--- config.mk ---
export PLATFORM = sky130hd
export DESIGN_NAME = ref_src_selector
export DESIGN_NICKNAME = d
export VERILOG_FILES = /design/src/rtl/refsel_pkg.sv /design/src/rtl/ref_rank.sv /design/src/rtl/ref_restore_timer.sv /design/src/rtl/ref_src_selector.sv
export SDC_FILE = /design/constraint.sdc
export NUM_CORES = 1
export LEC_CHECK = 0
export ABC_AREA = 1
export CAP_MARGIN = 25
export CORE_MARGIN = 2
export CORE_UTILIZATION = 35
export CTS_CLUSTER_SIZE = 28
export DETAILED_ROUTE_END_ITERATION = 10
export PLACE_DENSITY_LB_ADDON = 0.12
export SYNTH_ARGS = -nofsm -noshare
export SYNTH_HDL_FRONTEND = slang
export SYNTH_SLANG_ARGS = --single-unit
--- constraint.sdc ---
create_clock -name clk -period 7.9 [get_ports clk]
set_clock_uncertainty 0.2 [all_clocks]
set_input_delay 1.58 -clock clk [delete_from_list [all_inputs] [get_ports clk]]
set_output_delay 1.58 -clock clk [all_outputs]
set_load 0.005 [all_outputs]
--- src/rtl/refsel_pkg.sv ---
package refsel_pkg;

  // Smaller priority number ranks higher; equal values do not outrank.
  function automatic logic outranks(input logic [31:0] a, input logic [31:0] b);
    return a < b;
  endfunction

  // A priority field of zero disables the input.
  function automatic logic prio_enabled(input logic [31:0] p);
    return p != 32'd0;
  endfunction

endpackage

--- src/rtl/ref_rank.sv ---
module ref_rank
  import refsel_pkg::*;
#(
  parameter int N_SRC  = 3,
  parameter int PRIO_W = 4,
  parameter int CH_W   = 4
) (
  input  logic                    clk,
  input  logic                    rst_n,
  input  logic [N_SRC-1:0]        elig,
  input  logic [N_SRC*PRIO_W-1:0] prio_flat,
  output logic                    best_vld,
  output logic [CH_W-1:0]         best_ch
);

  logic [PRIO_W-1:0] prio_a [N_SRC];
  logic [PRIO_W-1:0] best_prio;

  for (genvar gi = 0; gi < N_SRC; gi++) begin : g_unpack
    assign prio_a[gi] = prio_flat[gi*PRIO_W +: PRIO_W];
  end

  // Ascending scan: a strict compare keeps the lower index on ties.
  always_comb begin
    best_vld  = 1'b0;
    best_ch   = '1;
    best_prio = '1;
    for (int i = 0; i < N_SRC; i++) begin
      if (elig[i] && (!best_vld || outranks(32'(prio_a[i]), 32'(best_prio)))) begin
        best_vld  = 1'b1;
        best_ch   = CH_W'(i);
        best_prio = prio_a[i];
      end
    end
  end

  logic pick_is_elig;
  always_comb begin
    pick_is_elig = 1'b0;
    for (int i = 0; i < N_SRC; i++)
      if (best_ch == CH_W'(i)) pick_is_elig = elig[i];
  end


  pick_elig_chk: assert property (@(posedge clk) disable iff (!rst_n)
    best_vld |-> pick_is_elig);

endmodule

--- src/rtl/ref_restore_timer.sv ---
module ref_restore_timer #(
  parameter int CH_W   = 4,
  parameter int TICK_W = 8
) (
  input  logic              clk,
  input  logic              rst_n,
  input  logic              arm,
  input  logic [CH_W-1:0]   cand_ch,
  input  logic              tick,
  input  logic [TICK_W-1:0] limit,
  output logic              done
);

  logic [CH_W-1:0]   cand_q;
  logic [TICK_W-1:0] cnt_q;

  always_ff @(posedge clk) begin
    if (!rst_n) begin
      cand_q <= '1;
      cnt_q  <= '0;
    end else if (!arm) begin
      cand_q <= '1;
      cnt_q  <= '0;
    end else if (cand_q != cand_ch) begin
      cand_q <= cand_ch;
      cnt_q  <= '0;
    end else if (tick && (cnt_q != '1)) begin
      cnt_q  <= cnt_q + 1'b1;
    end
  end

  assign done = arm && (cand_q == cand_ch) && (cnt_q >= limit);


  cnt_monotonic_chk: assert property (@(posedge clk) disable iff (!rst_n)
    (arm && cand_q == cand_ch) |=> (cnt_q >= $past(cnt_q)) || !$past(arm) || (cand_q != $past(cand_q)));

endmodule

--- src/rtl/ref_src_selector.sv ---
module ref_src_selector
  import refsel_pkg::*;
#(
  parameter int N_SRC  = 3,
  parameter int PRIO_W = 4,
  parameter int CH_W   = 4,
  parameter int TICK_W = 8
) (
  input  logic                    clk,
  input  logic                    rst_n,
  input  logic [N_SRC-1:0]        src_valid,
  input  logic [N_SRC*PRIO_W-1:0] src_prio,
  input  logic                    revertive,
  input  logic [TICK_W-1:0]       restore_ticks,
  input  logic                    qual_tick,
  input  logic                    ext_switch_en,
  input  logic                    force_slave,
  output logic [CH_W-1:0]         sel_ch,
  output logic [CH_W-1:0]         best_ch,
  output logic [2*CH_W-1:0]       status,
  output logic                    holdover,
  output logic                    switch_pulse
);

  localparam int             PAIR    = 2;
  localparam logic [CH_W-1:0] CH_NONE = '1;

  logic [N_SRC-1:0] elig, rest_elig;

  for (genvar gi = 0; gi < N_SRC; gi++) begin : g_elig
    assign elig[gi] = src_valid[gi] && prio_enabled(32'(src_prio[gi*PRIO_W +: PRIO_W]));
    if (gi >= PAIR) begin : g_rest
      assign rest_elig[gi] = elig[gi];
    end else begin : g_pair
      assign rest_elig[gi] = 1'b0;
    end
  end

  logic            best_vld, rest_vld;
  logic [CH_W-1:0] best_w, rest_w;

  ref_rank #(.N_SRC(N_SRC), .PRIO_W(PRIO_W), .CH_W(CH_W)) u_rank_all (
    .clk(clk), .rst_n(rst_n), .elig(elig), .prio_flat(src_prio),
    .best_vld(best_vld), .best_ch(best_w));

  ref_rank #(.N_SRC(N_SRC), .PRIO_W(PRIO_W), .CH_W(CH_W)) u_rank_rest (
    .clk(clk), .rst_n(rst_n), .elig(rest_elig), .prio_flat(src_prio),
    .best_vld(rest_vld), .best_ch(rest_w));

  logic [CH_W-1:0]   sel_q, best_q;
  logic              hold_q, pulse_q;
  logic              cur_ok;
  logic [PRIO_W-1:0] cur_prio, best_prio;

  always_comb begin
    cur_ok    = 1'b0;
    cur_prio  = '1;
    best_prio = '1;
    for (int i = 0; i < N_SRC; i++) begin
      if (sel_q == CH_W'(i)) begin
        cur_ok   = elig[i];
        cur_prio = src_prio[i*PRIO_W +: PRIO_W];
      end
      if (best_w == CH_W'(i)) best_prio = src_prio[i*PRIO_W +: PRIO_W];
    end
  end

  logic better_w, arm_w, revert_done;
  assign better_w = best_vld && cur_ok && outranks(32'(best_prio), 32'(cur_prio));
  assign arm_w    = !ext_switch_en && revertive && better_w;

  ref_restore_timer #(.CH_W(CH_W), .TICK_W(TICK_W)) u_timer (
    .clk(clk), .rst_n(rst_n), .arm(arm_w), .cand_ch(best_w),
    .tick(qual_tick), .limit(restore_ticks), .done(revert_done));

  logic [CH_W-1:0] force_ch, other_ch;
  logic            force_vld, other_vld;
  assign force_ch  = force_slave ? CH_W'(1) : CH_W'(0);
  assign other_ch  = force_slave ? CH_W'(0) : CH_W'(1);
  assign force_vld = force_slave ? src_valid[1] : src_valid[0];
  assign other_vld = force_slave ? src_valid[0] : src_valid[1];

  logic [CH_W-1:0] nxt_sel;
  always_comb begin
    if (ext_switch_en) begin
      if (force_vld)      nxt_sel = force_ch;
      else if (other_vld) nxt_sel = other_ch;
      else if (rest_vld)  nxt_sel = rest_w;
      else                nxt_sel = CH_NONE;
    end else begin
      if (!best_vld)         nxt_sel = CH_NONE;
      else if (!cur_ok)      nxt_sel = best_w;
      else if (revert_done)  nxt_sel = best_w;
      else                   nxt_sel = sel_q;
    end
  end

  always_ff @(posedge clk) begin
    if (!rst_n) begin
      sel_q   <= CH_NONE;
      best_q  <= CH_NONE;
      hold_q  <= 1'b1;
      pulse_q <= 1'b0;
    end else begin
      sel_q   <= nxt_sel;
      best_q  <= best_vld ? best_w : CH_NONE;
      hold_q  <= (nxt_sel == CH_NONE);
      pulse_q <= (nxt_sel != sel_q);
    end
  end

  assign sel_ch       = sel_q;
  assign best_ch      = best_q;
  assign status       = {best_q, sel_q};
  assign holdover     = hold_q;
  assign switch_pulse = pulse_q;


  pulse_on_change_chk: assert property (@(posedge clk) disable iff (!rst_n)
    (sel_q != $past(sel_q)) |-> pulse_q);


  pulse_only_change_chk: assert property (@(posedge clk) disable iff (!rst_n)
    pulse_q |-> (sel_q != $past(sel_q)));


  nonrevert_keep_chk: assert property (@(posedge clk) disable iff (!rst_n)
    (!ext_switch_en && !revertive && cur_ok) |=> (sel_q == $past(sel_q)));


  force_pick_chk: assert property (@(posedge clk) disable iff (!rst_n)
    (ext_switch_en && force_vld) |=> (sel_q == $past(force_ch)));


  holdover_chk: assert property (@(posedge clk) disable iff (!rst_n)
    (!ext_switch_en && !best_vld) |=> (holdover && sel_q == CH_NONE));

endmodule

==> results of run 1 <==
-- logic make-up (layout without fill, tap and decap cells) --
| kind of cell | count (synthesis) | after routing | synth area share [%] |
|---|---|---|---|
| AOI/OAI and AO/OA | 40 | 40 | 14.0 |
| xor gates and xnor gates | 5 | 5 | 2.48 |
| adders and majority gates | 18 | 18 | 12.7 |
| buffers and inverters | 56 | 97 | 13.9 |
| DFF | 20 | 20 | 22.6 |
| and+or+nand+nor | 122 | 122 | 34.2 |
-- synth_stat cells --
library cell and number:
a21boi_0 1, inv_1 46, nand4_2 1, nor3_1 5, or2_2 5, o21a_1 3
nor3b_2 1, o22ai_1 4, dfxtp_1 20, nand2_4 4, nor4_1 1, a21boi_2 1
o211ai_1 2, a211oi_1 1, nand3_1 14, xnor2_1 1, nand3b_1 1, inv_4 1
a31oi_2 1, nor2_1 18, a21oi_1 14, o41ai_1 1, and3_2 1, o21ai_0 10
o221ai_1 2, nand4_1 2, buf_4 9, nand2_2 7, nor2_2 2, nand3_2 4
nand2_1 56, xor2_1 4, ha_1 18
-- power groups by stage --
stage	clock network [mW]	registers [mW]	logic [mW]
after floorplan	0	0.111	0.0560
after global placement	0	0.111	0.0939
after detailed placement	0	0.111	0.0938
after CTS	0.105	0.109	0.0944
after global routing	0.108	0.109	0.107
final	0.102	0.108	0.0938
-- metal layers --
metal,vias up,global-route usage (%),part of all wire (%)
met5,-,0,0
met3,2,3.08,5.6
li1,921,-,-
met1,766,20.9,51
met4,0,1.79,0.20
met2,48,24.7,43
-- worst max-delay path, delay by kind of cell --
| family | cells | cell delay, ns |
|---|---|---|
| compound gates | 7 | 1.12 |
| fa+ha+maj | 3 | 0.79 |
| buf+inv | 1 | 0.52 |
| simple gates | 20 | 1.98 |
-- flip-flops by register name, summed over array words and instances, names as in the netlist --
signal	flops
u_timer.cnt_q	8
sel_ch	4
best_ch	3
u_timer.cand_q	3
holdover	1
switch_pulse	1
-- final timing paths --
kind	from	to	slack, ns	depth (start not counted)
worst min register to register	u_timer.cnt_q[0]$_SDFFE_PP0P_	u_timer.cnt_q[0]$_SDFFE_PP0P_	0.31	2
worst min-delay path	u_timer.cnt_q[0]$_SDFFE_PP0P_	u_timer.cnt_q[0]$_SDFFE_PP0P_	0.31	2
worst max register to register	u_timer.cnt_q[0]$_SDFFE_PP0P_	switch_pulse$_SDFF_PN0_	4.97	21
worst max-delay path	src_prio[0]	switch_pulse$_SDFF_PN0_	1.84	31
-- area by class of cell --
class	instances	area (µm²)	area share, %
clock buffers	3	41.3	1.78
clock inverters	1	30.0	1.30
inverters	47	179	7.73
multi-input cells	185	1120	48.4
flip-flops and latches	20	400	17.3
well taps	67	83.8	3.62
repair buffers	46	460	19.9
==> results.md, run 1 <==
* Power Density at 131 nW/µm²
* Area growth from synthesis to layout at 31.0%
* Final-layout fill cell count at between 400 and 500
* Root buf cell: clkbuf_8
* Cell mode on critical path: nand2_1
* Mapped Area at between 1500 and 2000 µm²
* Leakage at 1.11 nW
* Worst path max stage delay at roughly 0.52 ns
* Register share of total power at a little over a third
* Num CTS Buffers at 3
* Commonest non-fill, non-tap cell in the layout: nand2_1
* Tcrit/Tclk final at 76.7%
* CP arrival at around 6.0 ns
* Final WS setup at 1.84 ns
* Syn Inst Count at 261
* Yosys top cell by area: dfxtp_1
* Hpwl dp at 3330 µm
* Nets at 350
* Combinational power share at a little under a third
* Initial antenna violation count at 0
* Remaining antenna violation count at 0
* Die area at 5640 µm²
* Synth Register Bits at 20
* Drt wl/cell at roughly 11 µm
* Clk sinks at 20
* Drt initial violations at 90
* DP Worst Slack at between 1.5 and 2 ns
* Final setup fails at 0
* Final cell count without fillers at about 370
* Core ar. at around 4800 µm²
* Clk slew on worst S/H paths at 0.07 ns
* Crit Path Category: input pin to flop
* Die Y-Extent at 75.1 µm
* TritonRoute pass-1 iters at 4
* Placer Congestion at about 0.86
* Pint at 0.219 mW
* Setup TNS at 0 ns
* Port Buf Inserts at between 40 and 50
* Mapped Nets at between 300 and 400
* CP endpoint kind: flop
* Final Power at a little over 0.3 mW
* Vias in the first global route at 1,602
* IO Pins at 47
* Antenna diodes at 0
* Peak supply drop at between 70 and 80 µV
* Routed vias at 1,737
* Die width at between 70 and 80 µm
* First-pass GRT wire length at 6730 µm
* Row cnt at 25
* CTS tree: yes
* Critical Path Start Type: input pin
* Clk pwr share at between 30% and 40%
* CP max-delay cell: clkdlybuf4s50_1
* Min Tclk post-route at ~6.1 ns
* Synth top area cells: dfxtp_1 23%, ha_1 13%, nand2_1 12%
* Clk Latency, worst-skew pair at 0.26 ns
* Most frequent cells in the layout: 56 x nand2_1, 46 x inv_1, 46 x clkdlybuf4s50_1, 20 x dfxtp_1
* Largest net degree at the start of global routing at 13
* Area after DPL at about 2200 µm²
* Req. time, crit path at a little under 8 ns
* Status: finished, final reports clean
* Placed Cells at 365
* Final Util at about half
* GR Util All Layers at between 10 and 15%
* Setup bufs post-CTS at 0
* Library cells used by synthesis at 33
* Switching part of the total at 27.9%
* WHS at 0.308 ns
* Global route overflow at 0
* Final count of hold timing violations at 0
* Worst-path fanout max at 8
* Post-CTS Resized at 0
* Residual DRC at 0
* Worst hold-check path type: flop to flop
* Max Clk Rate at 165 MHz
* Max-capacitance violation count at 0
* H-Tree Depth at 1
* Yosys warns at 0
* Finished Cell Area at between 2000 and 2500 µm²
* Max-slew violation count at 0
* RSZ-0062 raised after global routing: false
* Yosys top cell area share at 22.6%
* Net switching power at about 0.085 mW
* Proportion of layout cells with a drive suffix above 1 at 10.6%
* Sequential area share after synthesis at between 20% and 30%
* Vias per cell at 4.71
* Routed WL at around 4000 µm
* Clock tree buffer depth at 2
* CTS Hold Bufs at 0
* Slew @ Worst Pin at 0.635 ns
* Avg Cell Area, Syn at a little under 7 µm²
* Initial Util at 36.9%
* Slew margin rel. at between 50% and 60%
Note: power is estimated with default switching activity, not from simulation.
==> inputs of run 2 (changes only) <==
==> constraint.sdc (replaced) <==
create_clock -name clk -period 5.5 [get_ports clk]
set_clock_uncertainty 0.2 [all_clocks]
set_input_delay 1.1 -clock clk [delete_from_list [all_inputs] [get_ports clk]]
set_output_delay 1.1 -clock clk [all_outputs]
set_load 0.005 [all_outputs]
==> run 2 against run 1 <==
Net effect: hold slack improved by 0.0027 ns; utilization rose by 2.2 points; count of clock-buffer cells in the layout did not move; global-route usage rose by 0.17 points; critical path depth did not move; worst setup slack got worse by 1.4 ns; power rose by 48%; final area rose by 4.5%; critical endpoint unchanged; largest cell class unchanged; highest routed layer unchanged.
==> results.md, run 2 (synthesis gave the netlist of run 1 again) <==
* Die area at 5640 µm² (unchanged)
* Slew margin rel. at 58.7% (+1.4 points)
* Setup TNS at 0 ns (unchanged)
* Largest net degree at the start of global routing at 13 (unchanged)
* Critical Path Start Type: input pin
* Port Buf Inserts at 46 (unchanged)
* Area growth from synthesis to layout at 36.9%
* Placed Cells at 370 (+1.4%)
* Area after DPL at 2280 µm² (+1.7%)
* Initial Util at 36.9% (unchanged)
* Proportion of layout cells with a drive suffix above 1 at 14.7% (+4.1 points)
* H-Tree Depth at 1 (unchanged)
* Clk Latency, worst-skew pair at 0.27 ns (about the same)
* Final-layout fill cell count at 490 (+1.9%)
* IO Pins at 47 (unchanged)
* Max reg flops at 8 (unchanged)
* Residual DRC at 0 (unchanged)
* Routed WL at 4020 µm (+1.2%)
* RSZ-0062 raised after global routing: false
* Req. time, crit path at 5.46 ns (-2.38 ns)
* Remaining antenna violation count at 0 (unchanged)
* Peak supply drop at 170 µV (+140%)
* Worst-path fanout max at 8 (unchanged)
* DP Worst Slack at -0.0749 ns (-1.70 ns)
* Min Tclk post-route at 5.03 ns
* Max-capacitance violation count at 0 (unchanged)
* Leakage at 1.18 nW (+6.1%)
* Worst path max stage delay at 0.52 ns (about the same)
* Clk sinks at 20 (unchanged)
* Clk slew on worst S/H paths at 0.08 ns (about the same)
* Worst hold-check path type: flop to flop
* Antenna diodes at 0 (unchanged)
* Initial antenna violation count at 0 (unchanged)
* WHS at 0.311 ns (+0.00270 ns)
* Clock tree buffer depth at 2 (unchanged)
* Vias per cell at 4.66 (-1.1%)
* Final WS setup at 0.475 ns (-1.37 ns)
* Final Power at 0.449 mW (+48%)
* Most flop-heavy register: u_timer.cnt_q
* Setup bufs post-CTS at 0 (unchanged)
* Vias in the first global route at 1,569 (-2.1%)
* Finished Cell Area at 2420 µm² (+4.5%)
* Worst min-delay path startpoint: u_timer.cnt_q[1]$_SDFFE_PP0P_
* Die width at 75.1 µm (unchanged)
* Final count of hold timing violations at 0 (unchanged)
* Global route overflow at 0 (unchanged)
* Final Util at 50.6% (+2.2 points)
* Tcrit/Tclk final at about nine tenths
* CP arrival at 4.98 ns (-1.02 ns)
* Hold EP: u_timer.cnt_q[1]$_SDFFE_PP0P_
* CP max-delay cell: clkdlybuf4s50_1
* Max-slew violation count at 0 (unchanged)
* Power Density at 186 nW/µm² (+41%)
* CTS tree: yes
* Max Clk Rate at 199 MHz
* Row cnt at 25 (unchanged)
* Drt initial violations at 61 (-32%)
* Most frequent cells in the layout: 52 x nand2_1, 46 x inv_1, 42 x clkdlybuf4s50_1, 20 x dfxtp_1, 18 x ha_1
* Root buf cell: clkbuf_8
* Nets at 355 (+1.4%)
* Die Y-Extent at 75.1 µm (unchanged)
* TritonRoute pass-1 iters at 4 (unchanged)
* CP endpoint kind: flop
* Final cell count without fillers at 374 (+1.4%)
* Final setup fails at 0 (unchanged)
* Worst hold stages at 2 (unchanged)
* Hpwl dp at 3300 µm (-1.1%)
* Routed vias at 1,742 (+0.29%)
* Slew @ Worst Pin at 0.615 ns (-0.0202 ns)
* Worst r2r path cells at 21 (unchanged)
* Status: finished, final reports clean
* Commonest non-fill, non-tap cell in the layout: nand2_1
* Crit Path Category: input pin to flop
* First-pass GRT wire length at 6730 µm (+0.10%)
* Worst r2r dst: switch_pulse$_SDFF_PN0_
* FF-to-FF Start: u_timer.cnt_q[0]$_SDFFE_PP0P_
* Core ar. at 4790 µm² (unchanged)
* Placer Congestion at 0.881 (+2.4%)
* Num CTS Buffers at 3 (unchanged)
* CTS Hold Bufs at 0 (unchanged)
* Drt wl/cell at 10.7 µm (-0.17%)
* GR Util All Layers at 15.2% (+0.17 points)
* Cell mode on critical path: nand2_1
* R2R Setup Slk at 2.62 ns (-2.35 ns)
[run 2: routing by layer]
metal,GRT usage (%),share of wire [%],up-vias,routed length [µm]
met3,2.81,4.7,6,189
met2,23.8,43,45,1710
met5,0,0,-,0
li1,-,-,930,-
met4,2.98,1.0,0,41
met1,21.8,52,761,2080
[run 2: where the power goes]
part           switching, mW  total [mW]  internal, mW
logic                 0.0719       0.144        0.0717
registers            0.00557       0.156         0.151
clock network         0.0522       0.149        0.0972
total                  0.130       0.449         0.319
[run 2: how the worst max path moves through the flow]
stage	cells past startpoint	endpoint	slack, ns	startpoint
floorplan	30	switch_pulse$_SDFF_PN0_	0.68	src_prio[3]
global placement	32	switch_pulse$_SDFF_PN0_	-0.05	src_prio[3]
detailed placement	32	switch_pulse$_SDFF_PN0_	-0.07	src_prio[3]
CTS	32	switch_pulse$_SDFF_PN0_	0.19	src_prio[3]
global route	31	switch_pulse$_SDFF_PN0_	0.11	src_valid[0]
finish	31	switch_pulse$_SDFF_PN0_	0.47	src_valid[0]
[run 2: critical path: cells and delay by family]
family / cells / cell delay, ns
fa+ha+maj: 3 / 0.79
simple gates: 20 / 1.77
compound gates: 6 / 0.75
buf+inv: 2 / 0.58
[run 2: final cells by class]
| cell class | count | area [µm²] | area share (%) |
|---|---|---|---|
| clock buffers | 3 | 41.3 | 1.71 |
| well taps | 67 | 83.8 | 3.46 |
| multi-input cells | 185 | 1180 | 48.7 |
| flip-flops and latches | 20 | 400 | 16.5 |
| inverters | 47 | 179 | 7.39 |
| clock inverters | 1 | 30.0 | 1.24 |
| repair buffers | 51 | 508 | 21.0 |
[run 2: repair_timing]
item,CTS,global route
endpoints found under the setup margin,0,11
resized for setup,0,20
endpoints found under the hold margin,0,0
==> inputs of run 3 (changes only) <==
--- a/config.mk
+++ b/config.mk
@@ -6,12 +6,11 @@
 export NUM_CORES = 1
 export LEC_CHECK = 0
 export ABC_AREA = 1
-export CAP_MARGIN = 25
+export CAP_MARGIN = 20
 export CORE_MARGIN = 2
 export CORE_UTILIZATION = 35
 export CTS_CLUSTER_SIZE = 28
 export DETAILED_ROUTE_END_ITERATION = 10
-export PLACE_DENSITY_LB_ADDON = 0.12
 export SYNTH_ARGS = -nofsm -noshare
 export SYNTH_HDL_FRONTEND = slang
 export SYNTH_SLANG_ARGS = --single-unit
==> constraint.sdc (replaced) <==
create_clock -name clk -period 5.58 [get_ports clk]
set_clock_uncertainty 0.2 [all_clocks]
set_input_delay 1.116 -clock clk [delete_from_list [all_inputs] [get_ports clk]]
set_output_delay 1.116 -clock clk [all_outputs]
set_load 0.005 [all_outputs]
==> run 3 against run 2 <==
Net effect: flip-flop and latch count is the same; sequential power about the same; non-clock buffer count rose by 2; die area unchanged; critical path type unchanged; critical endpoint unchanged; largest cell class unchanged; largest power group unchanged.
==> results.md, run 3 (synthesis gave the netlist of run 1 again) <==
* CTS tree: yes
* Area after DPL at 2280 µm² (unchanged)
* Routed vias at 1,775 (+1.9%)
* Die area at 5640 µm² (unchanged)
* Peak supply drop at 99.1 µV (-42%)
* IO Pins at 47 (unchanged)
* Power Density at 169 nW/µm² (-8.7%)
* Proportion of layout cells with a drive suffix above 1 at 15.2% (+0.55 points)
* Final setup fails at 0 (unchanged)
* Critical Path Start Type: input pin
* Worst path max stage delay at 0.52 ns (about the same)
* Drt initial violations at 51 (-16%)
* Nets at 357 (+0.56%)
* Clk Latency, worst-skew pair at 0.26 ns (about the same)
* Slew margin rel. at 56.6% (-2.1 points)
* Max reg flops at 8 (unchanged)
* Max-slew violation count at 0 (unchanged)
* Clk slew on worst S/H paths at 0.07 ns (about the same)
* Final count of hold timing violations at 0 (unchanged)
* Req. time, crit path at 5.53 ns (+0.07 ns)
* Drt wl/cell at 11.0 µm (+2.8%)
* Reg area at 400 µm² (unchanged)
* Cell mode on critical path: nand2_1
* Max Clk Rate at 196 MHz
* Worst-path fanout max at 8 (unchanged)
* Crit Path Category: input pin to flop
* Placer Congestion at 0.854 (-3.0%)
* Clk sinks at 20 (unchanged)
* CP max-delay cell: clkdlybuf4s50_1
* Setup TNS at 0 ns (unchanged)
* Routed WL at 4150 µm (+3.4%)
* CTS Hold Bufs at 0 (unchanged)
* Root buf cell: clkbuf_8
* Initial Util at 36.9% (unchanged)
* Status: finished, final reports clean
* Row cnt at 25 (unchanged)
* Commonest non-fill, non-tap cell in the layout: nand2_1
* Multi-input gate area at 1180 µm² (-0.11%)
* Vias in the first global route at 1,627 (+3.7%)
* Max-capacitance violation count at 0 (unchanged)
* Tcrit/Tclk final at about nine tenths
* Finished Cell Area at 2420 µm² (-0.10%)
* H-Tree Depth at 1 (unchanged)
* CP arrival at 5.06 ns (+0.08 ns)
* Vias per cell at 4.72 (+1.4%)
* Most frequent cells in the layout: 53 x nand2_1, 46 x inv_1, 42 x clkdlybuf4s50_1, 20 x dfxtp_1, 18 x ha_1
* Clock tree buffer depth at 2 (unchanged)
* Core ar. at 4790 µm² (unchanged)
* Slew @ Worst Pin at 0.645 ns (+0.0306 ns)
* RSZ-0062 raised after global routing: false
* Area growth from synthesis to layout at 36.7%
* Num CTS Buffers at 3 (unchanged)
* Largest net degree at the start of global routing at 12 (-1)
* Die Y-Extent at 75.1 µm (unchanged)
* First-pass GRT wire length at 6840 µm (+1.5%)
* Hpwl dp at 3400 µm (+3.3%)
* Final-layout fill cell count at 482 (-1.6%)
* Min Tclk post-route at approximately 5.1 ns
* Global route overflow at 0 (unchanged)
* CP endpoint kind: flop
* Worst hold-check path type: flop to flop
* GR Util All Layers at 15.3% (+0.13 points)
* Most flop-heavy register: u_timer.cnt_q
* TritonRoute pass-1 iters at 5 (+1)
* Port Buf Inserts at 46 (unchanged)
* Residual DRC at 0 (unchanged)
* Die width at 75.1 µm (unchanged)
* Remaining antenna violation count at 0 (unchanged)
* Initial antenna violation count at 0 (unchanged)
* Leakage at 1.18 nW (about the same)
* Antenna diodes at 0 (unchanged)
run 3: changes by cell type in the layout (fill, tap and decap cells not counted):
| cell | before | now |
|---|---|---|
| o21ai_1 | 2 | 0 |
| nand2_1 | 52 | 53 |
| bufinv_16 | 1 | 0 |
| nor2_4 | 2 | 3 |
| a21oi_1 | 13 | 12 |
| nor2_2 | 3 | 2 |
| nand2_2 | 10 | 9 |
| buf_4 | 5 | 7 |
| a21oi_4 | 1 | 0 |
| o21ai_0 | 8 | 10 |
| clkbuf_8 | 3 | 4 |
| a21oi_2 | 0 | 2 |
run 3: critical path: cells and delay by family:
kind            cells  cell delay [ns]
buf+inv             2             0.57
compound gates      6             0.76
fa+ha+maj           3             0.77
simple gates       20             1.82
run 3: timing repair:
item	in CTS	in global routing
buffers inserted	0	2
endpoints found under the setup margin	0	11
gates resized for setup	0	18
run 3: report_power, final:
part           switching [mW]  internal [mW]  total, mW  leakage, nW
clock network          0.0492         0.0628      0.112       0.0288
logic                  0.0720         0.0719      0.144        0.983
registers             0.00523          0.148      0.154        0.164
run 3: routing by layer:
metal | vias to the layer above | global-route usage (%) | wire [µm]
li1 | 934 | - | -
met1 | 786 | 20.4 | 2040
met2 | 51 | 26.1 | 1870
met3 | 4 | 2.54 | 202
met4 | 0 | 2.98 | 39
met5 | - | 0 | 0
run 3: path summary, 6_finish.rpt:
kind                                    to  cells past startpoint  slack (ns)                     startpoint
max                switch_pulse$_SDFF_PN0_                     31        0.47                   src_valid[0]
min          u_timer.cnt_q[0]$_SDFFE_PP0P_                      2        0.31  u_timer.cnt_q[0]$_SDFFE_PP0P_
max reg2reg        switch_pulse$_SDFF_PN0_                     21        2.68  u_timer.cnt_q[0]$_SDFFE_PP0P_
min reg2reg  u_timer.cnt_q[0]$_SDFFE_PP0P_                      2        0.31  u_timer.cnt_q[0]$_SDFFE_PP0P_
run 3: layout make-up:
class                           instances  share of cell area [%]
Inverter                               47                    7.40
Tap cell                               67                    3.47
Clock buffer                            4                    2.28
Sequential cell                        20                    16.6
Timing Repair Buffer                   53                    21.6
Multi-Input combinational cell        185                    48.7
run 3: metrics by stage:
stage / power (mW) / hold slack, ns / setup WS (ns) / util, % / std cells
2_1_floorplan: 0.236 / 0.273 / 0.749 / - / 261
3_3_place_gp: 0.293 / 0.294 / -0.0287 / 47.7 / 370
3_5_place_dp: 0.294 / 0.304 / -0.0318 / 47.7 / 370
4_1_cts: 0.404 / 0.314 / 0.232 / 48.8 / 374
5_1_grt: 0.435 / 0.352 / 0.108 / 50.5 / 376
6_report: 0.410 / 0.312 / 0.468 / 50.5 / 376
